### config.mk
export PLATFORM = sky130hd
export DESIGN_NAME = cd_duplex_ctrl
export DESIGN_NICKNAME = d
export VERILOG_FILES = /design/src/rtl/cdd_pkg.sv /design/src/rtl/cdd_rts_sync.sv /design/src/rtl/cdd_bit_counter.sv /design/src/rtl/cdd_fsm.sv /design/src/rtl/cd_duplex_ctrl.sv
export SDC_FILE = /design/constraint.sdc
export NUM_CORES = 1
export LEC_CHECK = 0
export ABC_AREA = 0
export BUFFER_PORTS_ARGS = -buffer_cell sky130_fd_sc_hd__buf_2
export CAP_MARGIN = 15
export CORE_AREA = 4 4 41 43
export DETAILED_ROUTE_END_ITERATION = 10
export DIE_AREA = 0 0 45 47
export PLACE_DENSITY_LB_ADDON = 0.2
export SLEW_MARGIN = 10
export SYNTH_ARGS = -nofsm -noshare
export SYNTH_HDL_FRONTEND = slang
export SYNTH_HIERARCHICAL = 1
export SYNTH_SLANG_ARGS = --single-unit
### constraint.sdc
create_clock -name clk -period 2.7 [get_ports clk]
set_clock_uncertainty 0.1 [all_clocks]
set_input_delay 0.27 -clock clk [delete_from_list [all_inputs] [get_ports clk]]
set_output_delay 0.27 -clock clk [all_outputs]
set_load 0.02 [all_outputs]
### src/rtl/cdd_pkg.sv
package cdd_pkg;
   typedef enum logic [2:0] {
      ST_IDLE     = 3'd0,
      ST_QUAL_ON  = 3'd1,
      ST_DETECTED = 3'd2,
      ST_QUAL_OFF = 3'd3,
      ST_TX       = 3'd4,
      ST_TURN     = 3'd5
   } cdd_state_e;
endpackage

### src/rtl/cdd_rts_sync.sv
module cdd_rts_sync #(
   parameter int STAGES = 2
) (
   input  logic clk,
   input  logic rst_n,
   input  logic rts_n_in,
   output logic tx_req
);
   generate
      if (STAGES < 0) begin : g_bad
         $error("cdd_rts_sync: STAGES must not be negative");
      end
      if (STAGES == 0) begin : g_direct
         assign tx_req = ~rts_n_in;
      end else begin : g_chain
         logic [STAGES-1:0] chain_q;
         always_ff @(posedge clk or negedge rst_n) begin
            if (!rst_n) chain_q <= '1;
            else if (STAGES == 1) chain_q[0] <= rts_n_in;
            else chain_q <= {chain_q[STAGES-2:0], rts_n_in};
         end
         assign tx_req = ~chain_q[STAGES-1];
      end
   endgenerate
endmodule

### src/rtl/cdd_bit_counter.sv
module cdd_bit_counter #(
   parameter int CNT_W     = 3,
   parameter int CNT_LIMIT = 4
) (
   input  logic             clk,
   input  logic             rst_n,
   input  logic             clr,
   input  logic             inc,
   output logic [CNT_W-1:0] count
);
   localparam logic [CNT_W-1:0] LIMIT_V = CNT_W'(CNT_LIMIT);

   generate
      if ((1 << CNT_W) <= CNT_LIMIT) begin : g_bad_width
         $error("cdd_bit_counter: CNT_W too narrow for CNT_LIMIT");
      end
   endgenerate

   always_ff @(posedge clk or negedge rst_n) begin
      if (!rst_n) count <= '0;
      else if (clr || inc) count <= (clr ? '0 : count) + CNT_W'(inc);
   end


   no_overflow_chk: assert property (@(posedge clk) disable iff (!rst_n)
      count <= LIMIT_V);
endmodule

### src/rtl/cdd_fsm.sv
module cdd_fsm
   import cdd_pkg::*;
#(
   parameter int ON_BITS   = 4,
   parameter int OFF_BITS  = 4,
   parameter int TURN_BITS = 4,
   parameter int CNT_W     = 3
) (
   input  logic             clk,
   input  logic             rst_n,
   input  logic             bit_tick,
   input  logic             carrier_above,
   input  logic             tx_req,
   input  logic [CNT_W-1:0] cnt,
   output logic             cnt_clr,
   output logic             cnt_inc,
   output cdd_state_e       state
);
   localparam logic [CNT_W-1:0] ON_LAST   = CNT_W'(ON_BITS - 1);
   localparam logic [CNT_W-1:0] OFF_LAST  = CNT_W'(OFF_BITS - 1);
   localparam logic [CNT_W-1:0] TURN_LAST = CNT_W'(TURN_BITS - 1);
   localparam bit ON_SINGLE  = (ON_BITS == 1);
   localparam bit OFF_SINGLE = (OFF_BITS == 1);

   cdd_state_e state_nxt;

   always_comb begin
      state_nxt = state;
      cnt_clr   = 1'b0;
      cnt_inc   = 1'b0;
      if (tx_req && state != ST_TX) begin
         state_nxt = ST_TX;
         cnt_clr   = 1'b1;
      end else begin
         case (state)
            ST_TX: begin
               if (!tx_req) begin
                  state_nxt = ST_TURN;
                  cnt_clr   = 1'b1;
               end
            end
            ST_TURN: begin
               if (bit_tick) begin
                  if (cnt == TURN_LAST) begin
                     state_nxt = ST_IDLE;
                     cnt_clr   = 1'b1;
                  end else begin
                     cnt_inc = 1'b1;
                  end
               end
            end
            ST_IDLE: begin
               if (bit_tick && carrier_above) begin
                  cnt_clr = 1'b1;
                  if (ON_SINGLE) state_nxt = ST_DETECTED;
                  else begin
                     state_nxt = ST_QUAL_ON;
                     cnt_inc   = 1'b1;
                  end
               end
            end
            ST_QUAL_ON: begin
               if (bit_tick) begin
                  if (!carrier_above) begin
                     state_nxt = ST_IDLE;
                     cnt_clr   = 1'b1;
                  end else if (cnt == ON_LAST) begin
                     state_nxt = ST_DETECTED;
                     cnt_clr   = 1'b1;
                  end else begin
                     cnt_inc = 1'b1;
                  end
               end
            end
            ST_DETECTED: begin
               if (bit_tick && !carrier_above) begin
                  cnt_clr = 1'b1;
                  if (OFF_SINGLE) state_nxt = ST_IDLE;
                  else begin
                     state_nxt = ST_QUAL_OFF;
                     cnt_inc   = 1'b1;
                  end
               end
            end
            ST_QUAL_OFF: begin
               if (bit_tick) begin
                  if (carrier_above) begin
                     state_nxt = ST_DETECTED;
                     cnt_clr   = 1'b1;
                  end else if (cnt == OFF_LAST) begin
                     state_nxt = ST_IDLE;
                     cnt_clr   = 1'b1;
                  end else begin
                     cnt_inc = 1'b1;
                  end
               end
            end
            default: begin
               state_nxt = ST_IDLE;
               cnt_clr   = 1'b1;
            end
         endcase
      end
   end

   always_ff @(posedge clk or negedge rst_n) begin
      if (!rst_n) state <= ST_IDLE;
      else state <= state_nxt;
   end


   no_tick_hold_chk: assert property (@(posedge clk) disable iff (!rst_n)
      (!bit_tick && !tx_req && state != ST_TX) |=> $stable(state));


   turn_from_tx_chk: assert property (@(posedge clk) disable iff (!rst_n)
      (state == ST_TURN && $past(state) != ST_TURN) |-> $past(state) == ST_TX);


   tx_entry_chk: assert property (@(posedge clk) disable iff (!rst_n)
      tx_req |=> state == ST_TX);
endmodule

### src/rtl/cd_duplex_ctrl.sv
module cd_duplex_ctrl
   import cdd_pkg::*;
#(
   parameter int ON_BITS     = 4,
   parameter int OFF_BITS    = 4,
   parameter int TURN_BITS   = 4,
   parameter int TURN_LIMIT  = 10,
   parameter int SYNC_STAGES = 2
) (
   input  logic clk,
   input  logic rst_n,
   input  logic bit_tick,
   input  logic carrier_above,
   input  logic rts_n,
   input  logic rx_demod,
   output logic cd,
   output logic rxd,
   output logic tx_en
);
   localparam int MAX_A     = (ON_BITS > OFF_BITS) ? ON_BITS : OFF_BITS;
   localparam int MAX_BITS  = (MAX_A > TURN_BITS) ? MAX_A : TURN_BITS;
   localparam int CNT_W     = $clog2(MAX_BITS + 1);

   generate
      if (ON_BITS < 1 || OFF_BITS < 1 || TURN_BITS < 1) begin : g_bad_bits
         $error("cd_duplex_ctrl: bit-time windows must be at least 1");
      end
      if (TURN_BITS + ON_BITS > TURN_LIMIT) begin : g_bad_turn
         $error("cd_duplex_ctrl: turnaround plus acquisition exceeds limit");
      end
   endgenerate

   logic             tx_req;
   logic             cnt_clr;
   logic             cnt_inc;
   logic [CNT_W-1:0] cnt;
   cdd_state_e       state;

   cdd_rts_sync #(.STAGES(SYNC_STAGES)) u_sync (
      .clk      (clk),
      .rst_n    (rst_n),
      .rts_n_in (rts_n),
      .tx_req   (tx_req)
   );

   cdd_bit_counter #(.CNT_W(CNT_W), .CNT_LIMIT(MAX_BITS)) u_cnt (
      .clk   (clk),
      .rst_n (rst_n),
      .clr   (cnt_clr),
      .inc   (cnt_inc),
      .count (cnt)
   );

   cdd_fsm #(
      .ON_BITS   (ON_BITS),
      .OFF_BITS  (OFF_BITS),
      .TURN_BITS (TURN_BITS),
      .CNT_W     (CNT_W)
   ) u_fsm (
      .clk           (clk),
      .rst_n         (rst_n),
      .bit_tick      (bit_tick),
      .carrier_above (carrier_above),
      .tx_req        (tx_req),
      .cnt           (cnt),
      .cnt_clr       (cnt_clr),
      .cnt_inc       (cnt_inc),
      .state         (state)
   );

   assign cd    = (state == ST_DETECTED) || (state == ST_QUAL_OFF);
   assign tx_en = (state == ST_TX);
   assign rxd   = cd ? rx_demod : 1'b1;


   rxd_idle_chk: assert property (@(posedge clk) disable iff (!rst_n)
      !cd |-> rxd);


   tx_quiet_chk: assert property (@(posedge clk) disable iff (!rst_n)
      tx_en |-> (!cd && rxd));


   cd_rise_chk: assert property (@(posedge clk) disable iff (!rst_n)
      $rose(cd) |-> ($past(bit_tick) && $past(carrier_above)));


   cd_fall_chk: assert property (@(posedge clk) disable iff (!rst_n)
      $fell(cd) |-> (($past(bit_tick) && !$past(carrier_above)) || $past(tx_req)));
endmodule

# Word level (Yosys, flattened, before mapping)
# Cells that the tools add are included.
# totals
ff_bits	8
word_cells	60
# op_classes
n_reduce_logical	8
n_eq_ne	14
n_bitwise	1
mux	33
n_addsub	1
# ops
cell	count
2-to-1 mux 3 bit	12
2-to-1 mux 1 bit	18
one-hot mux 3 bit (6 select lines)	1
equality test 3 x 2 -> 1 bit (second input constant)	3
!= test 3 x 1 -> 1 bit (second input constant)	3
!= test 3 x 2 -> 1 bit (second input constant)	3
AND reduction 7 bit	1
equality test 3 bit (second input constant)	2
one-hot mux 1 bit (6 select lines)	1
one-hot mux 1 bit (5 select lines)	1
!= test 4 x 2 -> 1 bit (second input constant)	1
adder 3 x 1 -> 3 bit	1
equality test 3 x 1 -> 1 bit (second input constant)	1
logical AND 1 bit	3
logical NOT 3 bit	1
!= test 3 bit (second input constant)	1
logical OR 1 bit	2
logical NOT 1 bit	1
inverter 1 bit	1

# Longest topological paths before layout
# Gate-level depths: netlist (run 1).
# depth
depth_word	8
mapped_depth	10

# Cells and area by module
# The synthesis (run 1) kept the hierarchy.
# modules_own_cells
mod	cells_each	area_per_inst_um2	n_inst
cdd_fsm	48	381.6	1
cdd_bit_counter	14	177.7	1
cdd_rts_sync	3	56.3	1
cd_duplex_ctrl	3	22.5	1

# Least setup slack after synthesis (run 1)
# Ideal clock, no wire load.
# synth_path
kind	reg-to-reg
startpoint	register u_fsm.state[2]
endpoint	register u_cnt.count[1]
required_ns	2.475
setup_slack_ns	0.371
arrival_time_ns	2.105
path_stages_with_launch	10
cell_sequence	dfrtp_1 -> buf_6 -> or2_1 -> a21oi_1 -> nor2_1 -> o211ai_1 -> and2b_2 -> ha_1 -> ha_1 -> mux2_2
# synth_via
elab_chain_cells	5
elab_cells_between_ends	15
# synth_lines
item	line_no	rtl
from (decl)	cdd_fsm.sv:17	output cdd_state_e state
from (signal assigned)	cdd_fsm.sv:108	else state <= state_nxt;
equality test 3 x 2 -> 1 bit, or another cell as far along	cdd_fsm.sv:35	case (state)
one-hot mux 1 bit (6 select lines) / logical AND 1 bit (equally long branches)	cdd_fsm.sv:35, cdd_fsm.sv:31	
2-to-1 mux 1 bit *	cdd_fsm.sv:31	if (tx_req && state != ST_TX) begin
via cnt_clr	cd_duplex_ctrl.sv:34	logic cnt_clr;
2-to-1 mux 3 bit	cdd_bit_counter.sv:21	else if (clr || inc) count <= (clr ? '0 : count) + CNT_W'(inc);
adder 3 x 1 -> 3 bit	cdd_bit_counter.sv:21	
to (signal assigned)	cdd_bit_counter.sv:21	
to (decl)	cdd_bit_counter.sv:9	output logic [CNT_W-1:0] count
# Mark *: on every way through the listed nets, which the timed path passes. The rest lies on a longest branch.
# A chain may end at the register's enable or synchronous reset.

# Final worst setup path (run 1)
# Same ends and word-level chain as after synthesis.

==> results of run 1 <==
[synthesized netlist by cell type, types with 2 or more instances]
| library cell | count | share of area, % |
|---|---|---|
| sky130_fd_sc_hd__ha_1 | 2 | 3.9 |
| sky130_fd_sc_hd__nor3b_1 | 2 | 2.4 |
| sky130_fd_sc_hd__buf_6 | 3 | 5.3 |
| sky130_fd_sc_hd__o21ai_0 | 4 | 3.1 |
| sky130_fd_sc_hd__nand2_1 | 4 | 2.4 |
| sky130_fd_sc_hd__or3_1 | 2 | 2.0 |
| sky130_fd_sc_hd__nor2b_1 | 2 | 2.0 |
| sky130_fd_sc_hd__and2b_2 | 3 | 4.1 |
| sky130_fd_sc_hd__a21oi_1 | 8 | 6.3 |
| sky130_fd_sc_hd__dfstp_2 | 2 | 8.2 |
| sky130_fd_sc_hd__dfrtp_1 | 6 | 24 |
| sky130_fd_sc_hd__nor2_1 | 4 | 2.4 |
| sky130_fd_sc_hd__o21ai_1 | 3 | 2.4 |
| sky130_fd_sc_hd__mux2_2 | 2 | 3.5 |
| sky130_fd_sc_hd__inv_1 | 3 | 1.8 |
[layout make-up]
class	count	area, um^2
fillers	128	586.8
multi-input cells	54	390.4
flip-flops and latches	8	202.7
repair buffers	11	65.06
clock buffers	4	26.28
well taps	15	18.77
inverters	3	11.26
[worst min-delay path by stage]
stage,startpoint,end,slack [ns],cells after the start
3_3_place_gp,rst_n,u_fsm/state[0],0.01,1
3_5_place_dp,rst_n,u_fsm/state[2],0.02,1
4_1_cts,rts_n,u_sync/g_chain.chain_q[0],0.01,1
6_report,rts_n,u_sync/g_chain.chain_q[0],0.02,1
2_1_floorplan,rst_n,u_cnt/count[0],-0.13,0
5_1_grt,rts_n,u_sync/g_chain.chain_q[0],0.01,1
[power breakdown]
group	leakage [nW]	internal [W]	switching (W)	total [W]
logic	0.220	0.0000893	0.0000922	0.000182
registers	0.0954	0.000142	0.0000408	0.000183
clock network	0.0150	0.0000565	0.0000404	0.0000969
total	0.331	0.000288	0.000173	0.000461
[sequential cells by signal, summed over array words and instances (netlist names)]
register and flops:
u_fsm/state 3, u_cnt/count 3, u_sync/g_chain.chain_q 2
[metrics by stage]
step	power, W	cell area (um^2)
2_1_floorplan	0.0003316	638.1
3_3_place_gp	0.0003570	678.2
3_5_place_dp	0.0003642	678.2
4_1_cts	0.0004651	714.4
5_1_grt	0.0005062	714.4
6_report	0.0004611	714.4
[metal layers]
metal | track usage, % | routed length [um] | up-vias
met4 | 7.018 | 17 | 0
li1 | - | - | 274
met2 | 24.29 | 582 | 19
met5 | 0 | 0 | -
met1 | 19.91 | 574 | 264
met3 | 1.533 | 67 | 2
[what timing repair did]
action,CTS,global route
hold endpoints to repair,8,0
hold buffers,1,0
gates resized for setup,0,0
[cells by family (layout without fill, tap and decap cells)]
| logic type | after synthesis | after routing | share of synthesized area, % |
|---|---|---|---|
| simple gates | 26 | 26 | 29.41 |
| flops | 8 | 8 | 31.76 |
| mux | 2 | 2 | 3.529 |
| fa+ha+maj | 2 | 2 | 3.921 |
| buf+inv | 6 | 18 | 7.058 |
| compound gates | 24 | 24 | 24.32 |
==> results.md, run 1 <==
| Quantity | Reported | Unit |
|:---|:---|:---|
| Status | completed | - |
| Detailed-route via count | 559 | - |
| Fmax | 398.0 | MHz |
| Total Nets Final | 89 | - |
| Slowest-stage cell, CP | sky130_fd_sc_hd__dfrtp_1 | - |
| Power density relative to cell area | 645.3 | nW/um^2 |
| Largest vdd supply drop | 314.9 | uV |
| Crit path DAT | 2.54 | ns |
| Via count of the first global-routing pass | 527 | - |
| Critical path buffers and inverters | 0 | - |
| Final Hold Violating Endpoints | 0 | - |
| CTS tree | yes | - |
| Number of buffers inserted by post-CTS setup repair | 0 | - |
| Placement row count | 13 | - |
| Crit path launch type | flip-flop | - |
| Area growth from synthesis to final layout | 11.96 | % |
| Main synth FF type | sky130_fd_sc_hd__dfrtp_1 | - |
| CTS buffer count | 3 | - |
| Diode count | 0 | - |
| Drt pass-1 iters | 4 | - |
| Number of placed instances, taps included | 90 | - |
| Path class of the lowest-slack min-delay path | input port to flip-flop | - |
| Synthesized instance count | 68 | - |
| Source of the worst register-to-register timing path | u_fsm/state[2] | - |
| Fin. max-slew vios | 0 | - |
| Shortest period the worst path allows | 2.513 | ns |
| Latest clock arrival within the worst-skew pair | 0.26 | ns |
| Worst hold-check slack | 0.02007 | ns |
| Register-to-Register Path Depth | 8 | - |
| Number of H-tree levels | 1 | - |
| RSZ-0062 raised after global routing | false | - |
| Overflow left after global routing | 0 | - |
| Capturing point of the worst reg2reg path | u_cnt/count[1] | - |
| Worst setup path category | flip-flop to flip-flop | - |
| Number of antenna violations at the first check in global routing | 0 | - |
| Fraction of registers with async set or reset after synthesis | 100.0 | % |
| Maximum number of pins on one net before global-route repair | 14 | - |
| Detailed Place HPWL | 965.3 | um |
| Boundary pin count | 9 | - |
| Proportion of layout cells with a drive suffix above 1 | 31.25 | % |
| Routability Congestion | 0.7831 | - |
| Final cell utilization of the core | 54.90 | % |
| Period Utilization, post-route | 93.07 | % |
| Reported leakage power | 0.3307 | nW |
| Initial core utilization | 49.04 | % |
| Average footprint of a synthesized cell | 9.384 | um^2 |
| Pin slew with the least headroom to its limit | 0.4956 | ns |
| First-pass GRT wire length | 2311 | um |
| Max_slew headroom | 66.90 | % |
| Final Setup Violations | 0 | - |
| Count of nets left with antenna violations after detail routing | 0 | - |
| Post-CTS clock slew at the launch and capture registers of the worst setup and hold paths | 0.06 | ns |
| CP Depth | 8 | - |
| Type of destination of the critical path | flip-flop | - |
| Pre-CTS WS | 0.1980 | ns |
| Required time at the endpoint of the critical path | 2.73 | ns |
| Vertical die dimension | 47 | um |
| DRC viols | 0 | - |
| Number of register bits inferred by synthesis | 8 | - |
| Family with the most delay on the worst path | simple AND/OR/NAND/NOR gates | - |
| Register-to-register setup slack | 0.19 | ns |
| Commonest cells after routing, fill and taps aside | sky130_fd_sc_hd__buf_2, sky130_fd_sc_hd__a21oi_1, sky130_fd_sc_hd__dfrtp_1 | - |
| Area inside the core boundary | 1301 | um^2 |
| Wire length per cell after detailed routing | 13.06 | um |
| Sequence of cells on the critical path | or2_1 > a21oi_1 > nor2_1 > o211ai_1 > and2b_2 > ha_1 > ha_1 > mux2_2 | - |
| Overall Global Routing Usage | 14.92 | % |
| Synth warn | 6 | - |
| Area of the mapped netlist | 638.1 | um^2 |
| Chip Width | 45 | um |
| Sequential-to-total area share from yosys stat | 31.76 | % |
| Worst Setup SP | u_fsm/state[2] | - |
| Deepest clock path buffer count | 2 | - |
| Sinks on the clock net | 8 | - |
| Sum Neg Setup Slack | 0 | ns |
| Starting DRC count in detailed routing | 14 | - |
| Distinct cell type count of the synthesized netlist | 33 | - |
| Average vias per placed instance | 5.884 | - |
| CP dominant cell by count | sky130_fd_sc_hd__ha_1 | - |
| Clock root buffer | sky130_fd_sc_hd__clkbuf_4 | - |
| Number of maximum-capacitance violations | 0 | - |
| End of the critical path | u_cnt/count[1] | - |
| Largest driver fanout on the critical path | 7 | - |
| DRT Wirelength | 1241 | um |
| Count of input and output buffers | 8 | - |
| Final cell count without fillers | 95 | - |
| PnR worst setup slack | 0.1872 | ns |
| Post-synth EDFFs | 0 | - |
| Die footprint | 2115 | um^2 |
| CP max stage delay | 0.47 | ns |
| Synth Net Count | 76 | - |
(Power assumes the default switching activity.)
==> inputs of run 2 (changes only) <==
--- a/config.mk
+++ b/config.mk
@@ -6,11 +6,11 @@
 export NUM_CORES = 1
 export LEC_CHECK = 0
 export ABC_AREA = 0
-export BUFFER_PORTS_ARGS = -buffer_cell sky130_fd_sc_hd__buf_2
 export CAP_MARGIN = 15
 export CORE_AREA = 4 4 41 43
 export DETAILED_ROUTE_END_ITERATION = 10
 export DIE_AREA = 0 0 45 47
+export DONT_BUFFER_PORTS = 1
 export PLACE_DENSITY_LB_ADDON = 0.2
 export SLEW_MARGIN = 10
 export SYNTH_ARGS = -nofsm -noshare
==> run 2 against run 1 <==
Against the previous run: worst setup slack gained 0.079 ns; first-iteration DRC count down 21%; global-route usage is 2.2 points lower; critical path type unchanged; highest routed layer is now met3.
==> results.md, run 2 (synthesis gave the netlist of run 1 again) <==
| Quantity | Reported | Unit | Delta |
|:---|:---|:---|:---|
| Number of maximum-capacitance violations | 0 | - | unchanged |
| Area growth from synthesis to final layout | 6.078 | % |  |
| Placement row count | 13 | - | unchanged |
| Type of destination of the critical path | flip-flop | - |  |
| Fmax | 410.8 | MHz | +3.2% |
| Crit path launch type | flip-flop | - |  |
| Registers with the highest flip-flop counts | u_cnt/count (3), u_fsm/state (3), u_sync/g_chain.chain_q (2) | - |  |
| Register-to-Register Path Depth | 8 | - | unchanged |
| Wire length per cell after detailed routing | 12.44 | um | -4.8% |
| Number of H-tree levels | 1 | - | unchanged |
| Post-place instance area | 630.6 | um^2 | -7.0% |
| Period Utilization, post-route | 90.15 | % | -2.9 points |
| Area inside the core boundary | 1301 | um^2 | unchanged |
| Path class of the lowest-slack min-delay path | input port to flip-flop | - |  |
| Routability Congestion | 0.7967 | - | +1.7% |
| Vertical die dimension | 47 | um | unchanged |
| Total power consumption of the routed design | 0.0004381 | W | -5.0% |
| Worst Setup SP | u_fsm/state[1] | - |  |
| Detailed-route via count | 503 | - | -10% |
| Proportion of layout cells with a drive suffix above 1 | 22.22 | % | -9.0 points |
| Capturing point of the worst reg2reg path | u_cnt/count[1] | - |  |
| Initial core utilization | 49.04 | % | unchanged |
| Largest driver fanout on the critical path | 13 | - | +6 |
| DRT Wirelength | 1082 | um | -13% |
| Filler instances | 127 | - | -0.78% |
| Boundary pin count | 9 | - | unchanged |
| Drt pass-1 iters | 4 | - | unchanged |
| CP max stage delay | 0.50 | ns | +0.03 ns |
| Shortest period the worst path allows | 2.434 | ns | -0.07867 ns |
| Family with the most delay on the worst path | simple AND/OR/NAND/NOR gates | - |  |
| Sequence of cells on the critical path | and2b_1 > nand2_1 > a221o_1 > o211ai_1 > and2b_2 > ha_1 > ha_1 > mux2_2 | - |  |
| Slowest-stage cell, CP | sky130_fd_sc_hd__dfrtp_1 | - |  |
| Deepest clock path buffer count | 2 | - | unchanged |
| Number of hold buffers added after CTS | 2 | - | +1 |
| Detailed Place HPWL | 834.9 | um | -14% |
| Overall Global Routing Usage | 12.71 | % | -2.2 points |
| Sum Neg Setup Slack | 0 | ns | unchanged |
| DRC viols | 0 | - | unchanged |
| Via count of the first global-routing pass | 477 | - | -9.5% |
| Clock root buffer | sky130_fd_sc_hd__clkbuf_4 | - |  |
| Max_slew headroom | 54.44 | % | -12 points |
| Leading cell type in the layout, fill and taps excluded | sky130_fd_sc_hd__a21oi_1 | - |  |
| Largest vdd supply drop | 503.6 | uV | +60% |
| Total Nets Final | 81 | - | -9.0% |
| Source of the worst register-to-register timing path | u_fsm/state[1] | - |  |
| Diode count | 0 | - | unchanged |
| CP Depth | 8 | - | unchanged |
| Count of nets left with antenna violations after detail routing | 0 | - | unchanged |
| Worst setup path category | flip-flop to flip-flop | - |  |
| Power density relative to cell area | 647.2 | nW/um^2 | +0.29% |
| Count of input and output buffers | 0 | - | -8 |
| Final Hold Violating Endpoints | 0 | - | unchanged |
| First-pass GRT wire length | 2021 | um | -13% |
| Starting DRC count in detailed routing | 11 | - | -3 |
| Latest clock arrival within the worst-skew pair | 0.25 | ns | about the same |
| Commonest cells after routing, fill and taps aside | sky130_fd_sc_hd__a21oi_1, sky130_fd_sc_hd__dfrtp_1, sky130_fd_sc_hd__nor2_1, sky130_fd_sc_hd__nand2_1, sky130_fd_sc_hd__o21ai_0 | - |  |
| Maximum number of pins on one net before global-route repair | 14 | - | unchanged |
| Sinks on the clock net | 8 | - | unchanged |
| CTS tree | yes | - |  |
| Number of buffers inserted by post-CTS setup repair | 0 | - | unchanged |
| Number of gates given a new drive strength after cts | 0 | - | unchanged |
| Required time at the endpoint of the critical path | 2.74 | ns | about the same |
| Overflow left after global routing | 0 | - | unchanged |
| Number of antenna violations at the first check in global routing | 0 | - | unchanged |
| Chip Width | 45 | um | unchanged |
| CTS buffer count | 3 | - | unchanged |
| Status | completed | - |  |
| CP dominant cell by count | sky130_fd_sc_hd__ha_1 | - |  |
| Pin slew with the least headroom to its limit | 0.6819 | ns | +0.1863 ns |
| Fin. max-slew vios | 0 | - | unchanged |
| Die footprint | 2115 | um^2 | unchanged |
| Post-CTS clock slew at the launch and capture registers of the worst setup and hold paths | 0.06 | ns | about the same |
| RSZ-0062 raised after global routing | false | - |  |
| Final Setup Violations | 0 | - | unchanged |
| Total non-filler cell area in the finished layout | 676.9 | um^2 | -5.3% |
| Register-to-register setup slack | 0.27 | ns | +0.08 ns |
| Crit path DAT | 2.47 | ns | -0.07 ns |
| End of the critical path | u_cnt/count[1] | - |  |
| Average vias per placed instance | 5.782 | - | -1.7% |
| Worst hold-check slack | 0.04372 | ns | +0.02366 ns |
| Reported leakage power | 0.2976 | nW | -10% |
| Critical path buffers and inverters | 0 | - | unchanged |
[run 2: changes by cell type in the layout (fill, tap and decap cells not counted)]
cell and change:
sky130_fd_sc_hd__dlygate4sd3_1 +1, sky130_fd_sc_hd__buf_2 -8, sky130_fd_sc_hd__buf_4 -1
[run 2: layout make-up]
type / count / area, um^2 / share of cell area, %
clock buffer: 4 / 26.28 / 3.882
inverter: 3 / 11.26 / 1.664
multi-input combinational: 54 / 390.4 / 57.67
sequential: 8 / 202.7 / 29.94
tap: 15 / 18.77 / 2.773
timing repair buffer: 3 / 27.53 / 4.067
[run 2: metrics by stage]
stage | worst slack (ns) | util [%] | instances
floorplan | 0.3706 | - | 68
CTS | 0.2543 | 52.02 | 87
detailed placement | 0.2564 | 48.46 | 81
global placement | 0.2767 | 48.46 | 81
finish | 0.2659 | 52.02 | 87
global route | 0.08664 | 52.02 | 87
[run 2: power breakdown]
part	internal [W]	leakage (nW)	switching [W]
Sequential	0.000142	0.0954	0.0000385
Clock	0.0000563	0.0150	0.0000372
Combinational	0.0000818	0.187	0.0000823
[run 2: worst min-delay path by stage]
stage | slack (ns) | start | depth (start not counted) | end
6_report | 0.04 | carrier_above | 2 | u_fsm/state[1]
5_1_grt | 0.03 | carrier_above | 2 | u_fsm/state[1]
4_1_cts | 0.03 | carrier_above | 2 | u_fsm/state[1]
3_5_place_dp | -0.13 | rst_n | 0 | u_fsm/state[0]
3_3_place_gp | -0.13 | rst_n | 0 | u_fsm/state[0]
2_1_floorplan | -0.13 | rst_n | 0 | u_cnt/count[0]
[run 2: worst reg2reg max path, delay by kind of cell, from the launching register on]
kind	cells	cell delay, ns
compound gates	2	0.46
fa+ha+maj	2	0.44
flops	1	0.50
mux	1	0.25
simple gates	3	0.57
[run 2: metal layers]
metal / share of wire [%] / routed length (um) / up-vias / GRT usage (%)
li1: - / - / 257 / -
met1: 50 / 541 / 233 / 18.12
met2: 43 / 463 / 13 / 19.49
met3: 7.1 / 77 / 0 / 4.981
met4: 0 / 0 / 0 / 0
met5: 0 / 0 / - / 0
==> inputs of run 3 (changes only) <==
--- a/config.mk
+++ b/config.mk
@@ -7,9 +7,9 @@
 export LEC_CHECK = 0
 export ABC_AREA = 0
 export CAP_MARGIN = 15
-export CORE_AREA = 4 4 41 43
+export CORE_AREA = 2 2 39 41
 export DETAILED_ROUTE_END_ITERATION = 10
-export DIE_AREA = 0 0 45 47
+export DIE_AREA = 0 0 41 43
 export DONT_BUFFER_PORTS = 1
 export PLACE_DENSITY_LB_ADDON = 0.2
 export SLEW_MARGIN = 10
==> run 3 against run 2 <==
Against the previous run: sequential power up 2%; design area rose by 3.0%; worst setup slack gained 0.071 ns; largest power group unchanged; hold slack gained 0.023 ns; clock power is 12% lower; sequential share of layout area is 0.86 points lower; highest routed layer unchanged; combinational power grew 11%; non-clock buffer count grew 3.
==> results.md, run 3 (synthesis gave the netlist of run 1 again) <==
| Quantity | Reported | Unit | Delta |
|:---|:---|:---|:---|
| Fmax | 423.1 | MHz | +3.0% |
| Post-place instance area | 654.4 | um^2 | +3.8% |
| Filler instances | 130 | - | +2.4% |
| Register-to-Register Path Depth | 9 | - | +1 |
| Number of gates given a new drive strength after cts | 0 | - | unchanged |
| Family with the most delay on the worst path | flip-flops | - |  |
| Drt pass-1 iters | 3 | - | -1 |
| DRC viols | 0 | - | unchanged |
| Vertical die dimension | 43 | um | -8.5% |
| Crit path launch type | flip-flop | - |  |
| Diode count | 0 | - | unchanged |
| CP max stage delay | 0.51 | ns | about the same |
| Area inside the core boundary | 1384 | um^2 | +6.3% |
| Deepest clock path buffer count | 2 | - | unchanged |
| Met1 usage in global routing | 20.47 | % | +2.4 points |
| Sequence of cells on the critical path | inv_1 > inv_1 > nor3b_1 > a221o_1 > o211ai_1 > and2b_2 > ha_1 > ha_1 > mux2_2 | - |  |
| First-pass GRT wire length | 1876 | um | -7.2% |
| Grt peak-use layer | met2 | - |  |
| Worst setup path category | flip-flop to flip-flop | - |  |
| Placement row count | 14 | - | +1 |
| CTS tree | yes | - |  |
| Maximum number of pins on one net before global-route repair | 14 | - | unchanged |
| Number of hold buffers added after CTS | 2 | - | unchanged |
| Number of placed instances, taps included | 85 | - | +4.9% |
| Status | completed | - |  |
| Number of H-tree levels | 1 | - | unchanged |
| Number of antenna violations at the first check in global routing | 0 | - | unchanged |
| Initial core utilization | 46.11 | % | -2.9 points |
| Critical path buffers and inverters | 2 | - | +2 |
| Overall Global Routing Usage | 15.16 | % | +2.4 points |
| Overflow left after global routing | 0 | - | unchanged |
| Final Setup Violations | 0 | - | unchanged |
| Proportion of layout cells with a drive suffix above 1 | 25.68 | % | +3.5 points |
| Total non-filler cell area in the finished layout | 696.9 | um^2 | +3.0% |
| Power density relative to cell area | 643.3 | nW/um^2 | -0.60% |
| Reported leakage power | 0.3118 | nW | +4.8% |
| Pin slew with the least headroom to its limit | 0.6654 | ns | -0.01649 ns |
| Largest driver fanout on the critical path | 7 | - | -6 |
| Via count of the first global-routing pass | 455 | - | -4.6% |
| Shortest period the worst path allows | 2.363 | ns | -0.07082 ns |
| Number of buffers inserted by post-CTS setup repair | 0 | - | unchanged |
| Type of destination of the critical path | flip-flop | - |  |
| Count of nets left with antenna violations after detail routing | 0 | - | unchanged |
| Count of input and output buffers | 0 | - | unchanged |
| Worst hold-check slack | 0.06706 | ns | +0.02334 ns |
| Final Hold Violating Endpoints | 0 | - | unchanged |
| Wire length per cell after detailed routing | 13.21 | um | +6.2% |
| Die footprint | 1763 | um^2 | -17% |
| Clock root buffer | sky130_fd_sc_hd__clkbuf_4 | - |  |
| Detailed Place HPWL | 906.1 | um | +8.5% |
| Chip Width | 41 | um | -8.9% |
| Starting DRC count in detailed routing | 8 | - | -3 |
| Total Nets Final | 84 | - | +3.7% |
| Routability Congestion | 0.7184 | - | -9.8% |
| DRT Wirelength | 1189 | um | +9.9% |
| Registers with the highest flip-flop counts | u_cnt/count (3), u_fsm/state (3), u_sync/g_chain.chain_q (2) | - |  |
| Fraction of met3 tracks used by global routing | 2.094 | % | -2.9 points |
| Slowest-stage cell, CP | sky130_fd_sc_hd__dfstp_2 | - |  |
| CP Depth | 9 | - | +1 |
| Leading cell type in the layout, fill and taps excluded | sky130_fd_sc_hd__a21oi_1 | - |  |
| Commonest cells after routing, fill and taps aside | sky130_fd_sc_hd__a21oi_1, sky130_fd_sc_hd__dfrtp_1 | - |  |
| Number of maximum-capacitance violations | 0 | - | unchanged |
| Largest vdd supply drop | 414.7 | uV | -18% |
| Global routing usage on met2 | 23.44 | % | +3.9 points |
| Area growth from synthesis to final layout | 9.216 | % |  |
| Period Utilization, post-route | 87.53 | % | -2.6 points |
| CTS buffer count | 3 | - | unchanged |
| Required time at the endpoint of the critical path | 2.72 | ns | -0.02 ns |
| Sinks on the clock net | 8 | - | unchanged |
| Path class of the lowest-slack min-delay path | input port to flip-flop | - |  |
| Sum Neg Setup Slack | 0 | ns | unchanged |
| Average vias per placed instance | 5.767 | - | -0.26% |
| Detailed-route via count | 519 | - | +3.2% |
| Max_slew headroom | 55.54 | % | +1.1 points |
| Boundary pin count | 9 | - | unchanged |
| Post-CTS clock slew at the launch and capture registers of the worst setup and hold paths | 0.05 | ns | about the same |
| RSZ-0062 raised after global routing | false | - |  |
| Fin. max-slew vios | 0 | - | unchanged |
| Crit path DAT | 2.39 | ns | -0.08 ns |
| Final cell count without fillers | 90 | - | +3.4% |
| Worst hold path cell count | 2 | - | unchanged |
| Latest clock arrival within the worst-skew pair | 0.24 | ns | about the same |
-- run 3: cell count changes in the layout (fill, tap and decap cells not counted), sizes merged --
cell,change
buf,+3
clkbuf,-1
-- run 3: final timing paths --
check | from | endpoint | slack (ns)
min reg2reg | u_sync/g_chain.chain_q[0] | u_sync/g_chain.chain_q[1] | 0.26
max | u_sync/g_chain.chain_q[1] | u_cnt/count[1] | 0.34
max reg2reg | u_sync/g_chain.chain_q[1] | u_cnt/count[1] | 0.34
min in group asynchronous | rst_n | u_cnt/count[0] | 0.26
min | carrier_above | u_fsm/state[1] | 0.07
max in group asynchronous | rst_n | u_sync/g_chain.chain_q[1] | 1.95
-- run 3: where the power goes --
part           total (W)  internal [W]  switching, W  leakage [nW]
clock network  0.0000824     0.0000503     0.0000321        0.0138
registers       0.000184      0.000142     0.0000417        0.0954
logic           0.000182     0.0000947     0.0000875         0.203
-- run 3: area by class of cell --
| class | count | area (um^2) | area share [%] |
|---|---|---|---|
| clock buffer | 3 | 22.52 | 3.232 |
| inverter | 3 | 11.26 | 1.616 |
| multi-input combinational | 54 | 390.4 | 56.01 |
| sequential | 8 | 202.7 | 29.08 |
| tap | 16 | 20.02 | 2.873 |
| timing repair buffer | 6 | 50.05 | 7.181 |
-- run 3: through the flow --
stage	power, W	utilization (%)	setup slack [ns]
2_1_floorplan	0.0003316	-	0.3706
3_3_place_gp	0.0003601	47.29	0.3528
3_5_place_dp	0.0003613	47.29	0.3474
4_1_cts	0.0004535	50.36	0.3350
5_1_grt	0.0004856	50.36	0.2304
6_report	0.0004484	50.36	0.3367
-- run 3: metal layers --
layer	part of all wire (%)	routed length [um]	up-vias
met3	2.0	24	0
li1	-	-	265
met5	0	0	-
met2	46	550	7
met1	52	613	247
met4	0	0	0
